===== src/rtl/bcu_pkg.sv =====
package bcu_pkg;
  typedef enum logic [2:0] {
    ST_IDLE = 3'd0,
    ST_T1   = 3'd1,
    ST_T2   = 3'd2,
    ST_T3   = 3'd3,
    ST_TW   = 3'd4,
    ST_T4   = 3'd5
  } bcu_state_t;
endpackage


===== src/rtl/bcu_addr_gen.sv =====
module bcu_addr_gen #(
  parameter int SEG_W  = 16,
  parameter int OFF_W  = 16,
  parameter int SHIFT  = 4,
  parameter int ADDR_W = 20
) (
  input  logic              is_io,
  input  logic [SEG_W-1:0]  seg,
  input  logic [OFF_W-1:0]  off,
  output logic [ADDR_W-1:0] phys
);
  localparam int PAD_W = ADDR_W - OFF_W;

  logic [ADDR_W-1:0] seg_ext;
  logic [ADDR_W-1:0] off_ext;
  logic [ADDR_W-1:0] mem_addr;

  generate
    if (SEG_W + SHIFT >= ADDR_W) begin : g_seg_trim
      logic [SEG_W+SHIFT-1:0] seg_wide;
      assign seg_wide = {seg, {SHIFT{1'b0}}};
      assign seg_ext  = seg_wide[ADDR_W-1:0];
    end else begin : g_seg_pad
      assign seg_ext = {{(ADDR_W-SEG_W-SHIFT){1'b0}}, seg, {SHIFT{1'b0}}};
    end
    if (PAD_W > 0) begin : g_off_pad
      assign off_ext = {{PAD_W{1'b0}}, off};
    end else begin : g_off_trim
      assign off_ext = off[ADDR_W-1:0];
    end
  endgenerate

  assign mem_addr = seg_ext + off_ext;
  assign phys     = is_io ? off_ext : mem_addr;
endmodule


===== src/rtl/bcu_seq.sv =====
module bcu_seq
  import bcu_pkg::*;
(
  input  logic clk,
  input  logic rst_n,
  input  logic start,
  input  logic bus_ready,
  output logic idle,
  output logic ale,
  output logic strobe_on,
  output logic capture,
  output logic done
);
  bcu_state_t state, state_nx;

  always_comb begin
    state_nx = state;
    unique case (state)
      ST_IDLE: if (start) state_nx = ST_T1;
      ST_T1:   state_nx = ST_T2;
      ST_T2:   state_nx = ST_T3;
      ST_T3:   state_nx = bus_ready ? ST_T4 : ST_TW;
      ST_TW:   state_nx = bus_ready ? ST_T4 : ST_TW;
      ST_T4:   state_nx = ST_IDLE;
      default: state_nx = ST_IDLE;
    endcase
  end

  always_ff @(posedge clk or negedge rst_n) begin
    if (!rst_n) state <= ST_IDLE;
    else        state <= state_nx;
  end

  assign idle      = (state == ST_IDLE);
  assign ale       = (state == ST_T1);
  assign strobe_on = (state == ST_T2) || (state == ST_T3) || (state == ST_TW);
  assign capture   = ((state == ST_T3) || (state == ST_TW)) && bus_ready;
  assign done      = (state == ST_T4);

  // the latch strobe is one clock long and leads into the strobe phase
  assert_ale_single_R3: assert property (@(posedge clk) disable iff (!rst_n)
    ale |=> (!ale && strobe_on));
  // a low ready in a sampling phase keeps the strobe active
  assert_wait_extends_R6: assert property (@(posedge clk) disable iff (!rst_n)
    (strobe_on && !ale && !bus_ready && !(state == ST_T2)) |=> (strobe_on && !done));
  // completion is a single pulse followed by idle
  assert_done_single_R8: assert property (@(posedge clk) disable iff (!rst_n)
    done |=> (!done && idle));
  // a start is only honoured from idle
  assert_start_from_idle_R9: assert property (@(posedge clk) disable iff (!rst_n)
    (start && idle) |=> (ale && !idle));
endmodule


===== src/rtl/bcu_data_path.sv =====
module bcu_data_path #(
  parameter int ADDR_W = 20,
  parameter int DATA_W = 16
) (
  input  logic              clk,
  input  logic              rst_n,
  input  logic              load,
  input  logic [ADDR_W-1:0] phys_in,
  input  logic              is_io,
  input  logic              is_write,
  input  logic [DATA_W-1:0] wdata,
  input  logic              strobe_on,
  input  logic              capture,
  input  logic              idle,
  input  logic              ale,
  input  logic [DATA_W-1:0] bus_din,
  output logic [ADDR_W-1:0] addr,
  output logic              mem_io,
  output logic              rd_n,
  output logic              wr_n,
  output logic              doe,
  output logic [DATA_W-1:0] dout,
  output logic [DATA_W-1:0] rdata
);
  logic write_q;

  always_ff @(posedge clk or negedge rst_n) begin
    if (!rst_n) begin
      addr    <= '0;
      mem_io  <= 1'b1;
      write_q <= 1'b0;
      dout    <= '0;
    end else if (load) begin
      addr    <= phys_in;
      mem_io  <= ~is_io;
      write_q <= is_write;
      dout    <= wdata;
    end
  end

  always_ff @(posedge clk or negedge rst_n) begin
    if (!rst_n)                rdata <= '0;
    else if (capture && !write_q) rdata <= bus_din;
  end

  assign rd_n = ~(strobe_on && !write_q);
  assign wr_n = ~(strobe_on && write_q);
  assign doe  = strobe_on && write_q;

  // the two strobes are never active together
  assert_strobe_exclusive_R4: assert property (@(posedge clk) disable iff (!rst_n)
    !(!rd_n && !wr_n));
  // the data bus is driven only alongside an active write strobe
  assert_doe_write_only_R10: assert property (@(posedge clk) disable iff (!rst_n)
    doe |-> !wr_n);
  // the address holds steady across a running cycle
  assert_addr_stable_R1: assert property (@(posedge clk) disable iff (!rst_n)
    (!idle && !ale) |-> $stable(addr));
endmodule


===== src/rtl/bus_cycle_unit.sv =====
module bus_cycle_unit #(
  parameter int SEG_W  = 16,
  parameter int OFF_W  = 16,
  parameter int SHIFT  = 4,
  parameter int DATA_W = 16,
  parameter int ADDR_W = 20
) (
  input  logic              clk,
  input  logic              rst_n,
  input  logic              req_valid,
  output logic              req_ready,
  input  logic              req_io,
  input  logic              req_write,
  input  logic [SEG_W-1:0]  req_seg,
  input  logic [OFF_W-1:0]  req_off,
  input  logic [DATA_W-1:0] req_wdata,
  output logic              rsp_valid,
  output logic [DATA_W-1:0] rsp_rdata,
  output logic [ADDR_W-1:0] bus_addr,
  output logic              bus_ale,
  output logic              bus_mem_io,
  output logic              bus_rd_n,
  output logic              bus_wr_n,
  output logic [DATA_W-1:0] bus_dout,
  output logic              bus_doe,
  input  logic [DATA_W-1:0] bus_din,
  input  logic              bus_ready
);
  logic              idle, strobe_on, capture, accept;
  logic [ADDR_W-1:0] phys;

  assign accept    = req_valid && idle;
  assign req_ready = idle;

  bcu_addr_gen #(.SEG_W(SEG_W), .OFF_W(OFF_W), .SHIFT(SHIFT), .ADDR_W(ADDR_W)) u_addr (
    .is_io (req_io),
    .seg   (req_seg),
    .off   (req_off),
    .phys  (phys)
  );

  bcu_seq u_seq (
    .clk       (clk),
    .rst_n     (rst_n),
    .start     (accept),
    .bus_ready (bus_ready),
    .idle      (idle),
    .ale       (bus_ale),
    .strobe_on (strobe_on),
    .capture   (capture),
    .done      (rsp_valid)
  );

  bcu_data_path #(.ADDR_W(ADDR_W), .DATA_W(DATA_W)) u_dp (
    .clk       (clk),
    .rst_n     (rst_n),
    .load      (accept),
    .phys_in   (phys),
    .is_io     (req_io),
    .is_write  (req_write),
    .wdata     (req_wdata),
    .strobe_on (strobe_on),
    .capture   (capture),
    .idle      (idle),
    .ale       (bus_ale),
    .bus_din   (bus_din),
    .addr      (bus_addr),
    .mem_io    (bus_mem_io),
    .rd_n      (bus_rd_n),
    .wr_n      (bus_wr_n),
    .doe       (bus_doe),
    .dout      (bus_dout),
    .rdata     (rsp_rdata)
  );

  // completion never overlaps an active strobe
  assert_done_strobes_high_R8: assert property (@(posedge clk) disable iff (!rst_n)
    rsp_valid |-> (bus_rd_n && bus_wr_n && !bus_doe));
  // the requester sees no readiness while a cycle runs
  assert_busy_not_ready_R9: assert property (@(posedge clk) disable iff (!rst_n)
    (!bus_rd_n || !bus_wr_n || bus_ale || rsp_valid) |-> !req_ready);
endmodule


===== config.mk =====
export PLATFORM = sky130hd
export DESIGN_NAME = bus_cycle_unit
export DESIGN_NICKNAME = d
export VERILOG_FILES = /design/src/rtl/bcu_pkg.sv /design/src/rtl/bcu_addr_gen.sv /design/src/rtl/bcu_seq.sv /design/src/rtl/bcu_data_path.sv /design/src/rtl/bus_cycle_unit.sv
export SDC_FILE = /design/constraint.sdc
export NUM_CORES = 1
export LEC_CHECK = 0
export CAP_MARGIN = 20
export CORE_UTILIZATION = 44
export DETAILED_ROUTE_END_ITERATION = 10
export GPL_TIMING_DRIVEN = 1
export PLACE_DENSITY = 0.89
export SETUP_SLACK_MARGIN = 0.2
export SLEW_MARGIN = 15
export SYNTH_ARGS = -nofsm -noshare
export SYNTH_HDL_FRONTEND = slang
export SYNTH_SLANG_ARGS = --single-unit
export TNS_END_PERCENT = 1

===== constraint.sdc =====
create_clock -name clk -period 2.8 [get_ports clk]
set_input_delay 0.28 -clock clk [delete_from_list [all_inputs] [get_ports clk]]
set_output_delay 0.28 -clock clk [all_outputs]
set_load 0.05 [all_outputs]

==> impl_metrics.toml <==
[run_status]
status = "finished clean"

[sta]
clock.fmax_ghz = 0.411
setup-tns-final_ns = 0
rsz0062_at_grt = "no"
final-setup-viol-count = 0
layout_setup_ws_ns = 0.366
tightest_slew_ns = 0.562
slew_violations = 0
finalClockSkew_ns = 0.00717
timing.slew.headroom_pct = 62.4
fin_crit_sh_pct = 86.9
fin_crit_ns = 2.43
finalHoldViolations = 0

[logic_synthesis]
synth.most_common_cell = "dfrtp_1"
syn-num-nets = 359
ys_seq_elements = 57
netlist.area_leader.share_pct = 46.1
yosys.area.top_type = "dfrtp_1"
synthTopCellsByArea = "dfrtp_1 (46%), mux2_1 (10%), ha_1 (4.9%)"
async_flop_share_pct = 100
synthTopCellsByCount = "dfrtp_1 (56), nand2_1 (31), mux2_1 (27), a21oi_1 (19), nor2_1 (16)"
yosysSeqAreaShare_pct = 47.0
yosysUniqueCellTypes = 46
syn_avg_cell_area_um2 = 11.0
synth_edf_count = 0
ys.flop_type = "dfrtp_1"
yosysWarnings = 0
synthesis.area_um2 = 3040
syn_inst = 276

[routing]
via_per_inst = 5.27
drt_iter0_drc = 59
vias = 2572
route.top_layer_used = "met4"
ant_nets = 0
dr_wl_met2_um = 3800
postRouteWirelength_um = 7860
dr.pass1.iters = 4
route.met3.wl_um = 582
m1WireLength_um = 3400
route.detailed.drc = 0
post_drt_wl_per_cell_um = 16.1

[min_path]
min_path_type = "input port to async pin"

[grt]
grt_antenna_before_repair = 0
grt_pass1_vias = 2606
grt_start_max_net_pins = 39
grt.total_usage_pct = 22.9
grt_pass1_wl_um = 12800
overflow = 0

[pwr]
swShare_pct = 48.0
p_leak_nw = 2.00
peakVddDrop_mv = 0.456
p_int_mw = 2.90
p_per_area_nw_per_um2 = 1220
seq_power_share_pct = 26.7
p_sw_mw = 2.69
pwr-share-clk_pct = 13.6
p_comb_share_pct = 59.8

[setup_path]
slowest_stage = "clkdlybuf4s50_1"
r2r-end = "u_dp.addr[18]"
r2r_cells = 5
crit_chain = "inv_2 -> nor3_2 -> a21oi_1 -> or2_4 -> clkdlybuf4s50_1"
slowest_delay_ns = 0.71
endpoint_kind = "output pin"
r2r_slack_ns = 0.83
critPathTopFamily = "buffers and inverters"
cp-start-kind = "flip-flop"
critPathRequiredTime_ns = 2.52
worst-path-max-fanout = 6
crit_buf_inv = 2
worst-setup-path-type = "flip-flop to output pin"
reg2reg_from = "u_seq.state[1]"
arrival_ns = 2.15

[place]
numPortBuffers = 128
dp_slack_ns = 0.103
dp_hpwl_um = 6000
gp_congestion = 0.901
dp_cells = 472

[die]
die_x_um = 85.1
pin_count = 129
row_count = 29
die_area_um2 = 7240
coreArea_um2 = 6490
start_util_pct = 46.8
fp.dieH_um = 85.1

[clock_network]
cts_tree = "yes"
clockBufferDepth = 2
htreeDepth = 3
path_clk_slew_ns = 0.06
cts_buffers = 9
cts.sinks = 57
post-cts-setup-buffers = 0
cts_root_buf = "clkbuf_8"
clkLatencyLatePin_ns = 0.33

[finish]
nets = 490
instances_no_fill = 488
nFillCells = 444
num_antenna_cells = 0
syn2layout_area_growth_pct = 50.9
drive_above_1_share_pct = 9.25

[run]
max_cap_violations = 0
[per-layer routing]
metal / vias up / global-route usage [%]
li1: 1246 / -
met1: 1197 / 28.5
met2: 120 / 39.3
met3: 9 / 5.16
met4: 0 / 7.70
met5: - / 0
[power by group through the flow]
stage	clock network, mW	registers [mW]	logic [mW]
2_1_floorplan	0	2.76	0.941
3_3_place_gp	0	1.47	3.31
3_5_place_dp	0	1.50	3.35
4_1_cts	0.778	1.49	3.36
5_1_grt	0.821	1.54	3.49
6_report	0.759	1.49	3.34
[how the worst max path moves through the flow]
stage | start | to | cells after the start
after global placement | req_off[4] | u_dp.addr[16] | 9
after global routing | u_seq.state[2] | bus_rd_n | 5
final | u_seq.state[2] | bus_rd_n | 5
after floorplan | u_seq.state[0] | u_dp.addr[18] | 7
after detailed placement | req_off[4] | u_dp.addr[14] | 9
after CTS | u_seq.state[2] | bus_doe | 6
[cell type report]
cell class | count | area [µm²] | area share, %
multi-input cells | 199 | 1520 | 33.2
flip-flops and latches | 57 | 1430 | 31.1
repair buffers | 133 | 1320 | 28.8
clock buffers | 12 | 155 | 3.38
well taps | 77 | 96.3 | 2.10
clock inverters | 3 | 40.0 | 0.873
inverters | 7 | 26.3 | 0.573
[placed cells by master (no fill, tap or decap), types with 2 or more instances in the layout]
master / n
o31ai_1: 2
o21ai_0: 10
nor2_1: 16
a31oi_1: 2
dfrtp_1: 56
clkinv_2: 2
nor3b_1: 2
a221o_1: 2
clkbuf_8: 11
xnor2_1: 9
a21oi_1: 19
mux2_4: 10
o21ai_1: 8
mux2i_1: 4
nor3_1: 2
xor2_1: 3
o21a_1: 2
ha_1: 12
a21o_1: 4
inv_1: 6
buf_4: 4
nand3_1: 4
nor3_2: 3
clkdlybuf4s50_1: 126
nand2b_1: 5
nand2_1: 30
o221ai_1: 2
a2111oi_0: 2
o21bai_1: 4
mux2_1: 27
[sequential cells by signal (all words and copies together), names as in the netlist]
signal / count
u_dp.addr: 20
u_dp.dout: 16
u_dp.rdata: 16
u_seq.state: 3
u_dp.mem_io: 1
u_dp.write_q: 1
[per-stage QoR]
step	hold slack [ns]	utilization (%)	instance area, µm²	power, mW
after detailed placement	0.253	67.4	4380	4.86
after CTS	0.433	70.5	4580	5.64
after global routing	0.474	70.6	4580	5.85
final	0.434	70.6	4580	5.59
after floorplan	-0.0156	-	3040	3.70
after global placement	0.240	67.4	4380	4.78
[logic make-up (layout without fill, tap and decap cells)]
group / Yosys count / count (layout) / synth area share (%)
AO/OA/AOI/OAI: 64 / 64 / 13.4
XOR/XNOR: 12 / 12 / 3.46
adder cells (fa/ha/maj): 13 / 13 / 5.60
buffers and inverters: 20 / 155 / 3.05
flip-flops: 57 / 57 / 47.0
multiplexers: 41 / 41 / 16.3
AND/OR/NAND/NOR: 69 / 69 / 11.2
[what timing repair did]
action                                  in CTS  in global routing
resized for setup                            0                  1
endpoints found under the hold margin       18                  0
hold buffers                                 1                  0
endpoints found under the setup margin       0                  1
Note: power is estimated with default switching activity, not from simulation.
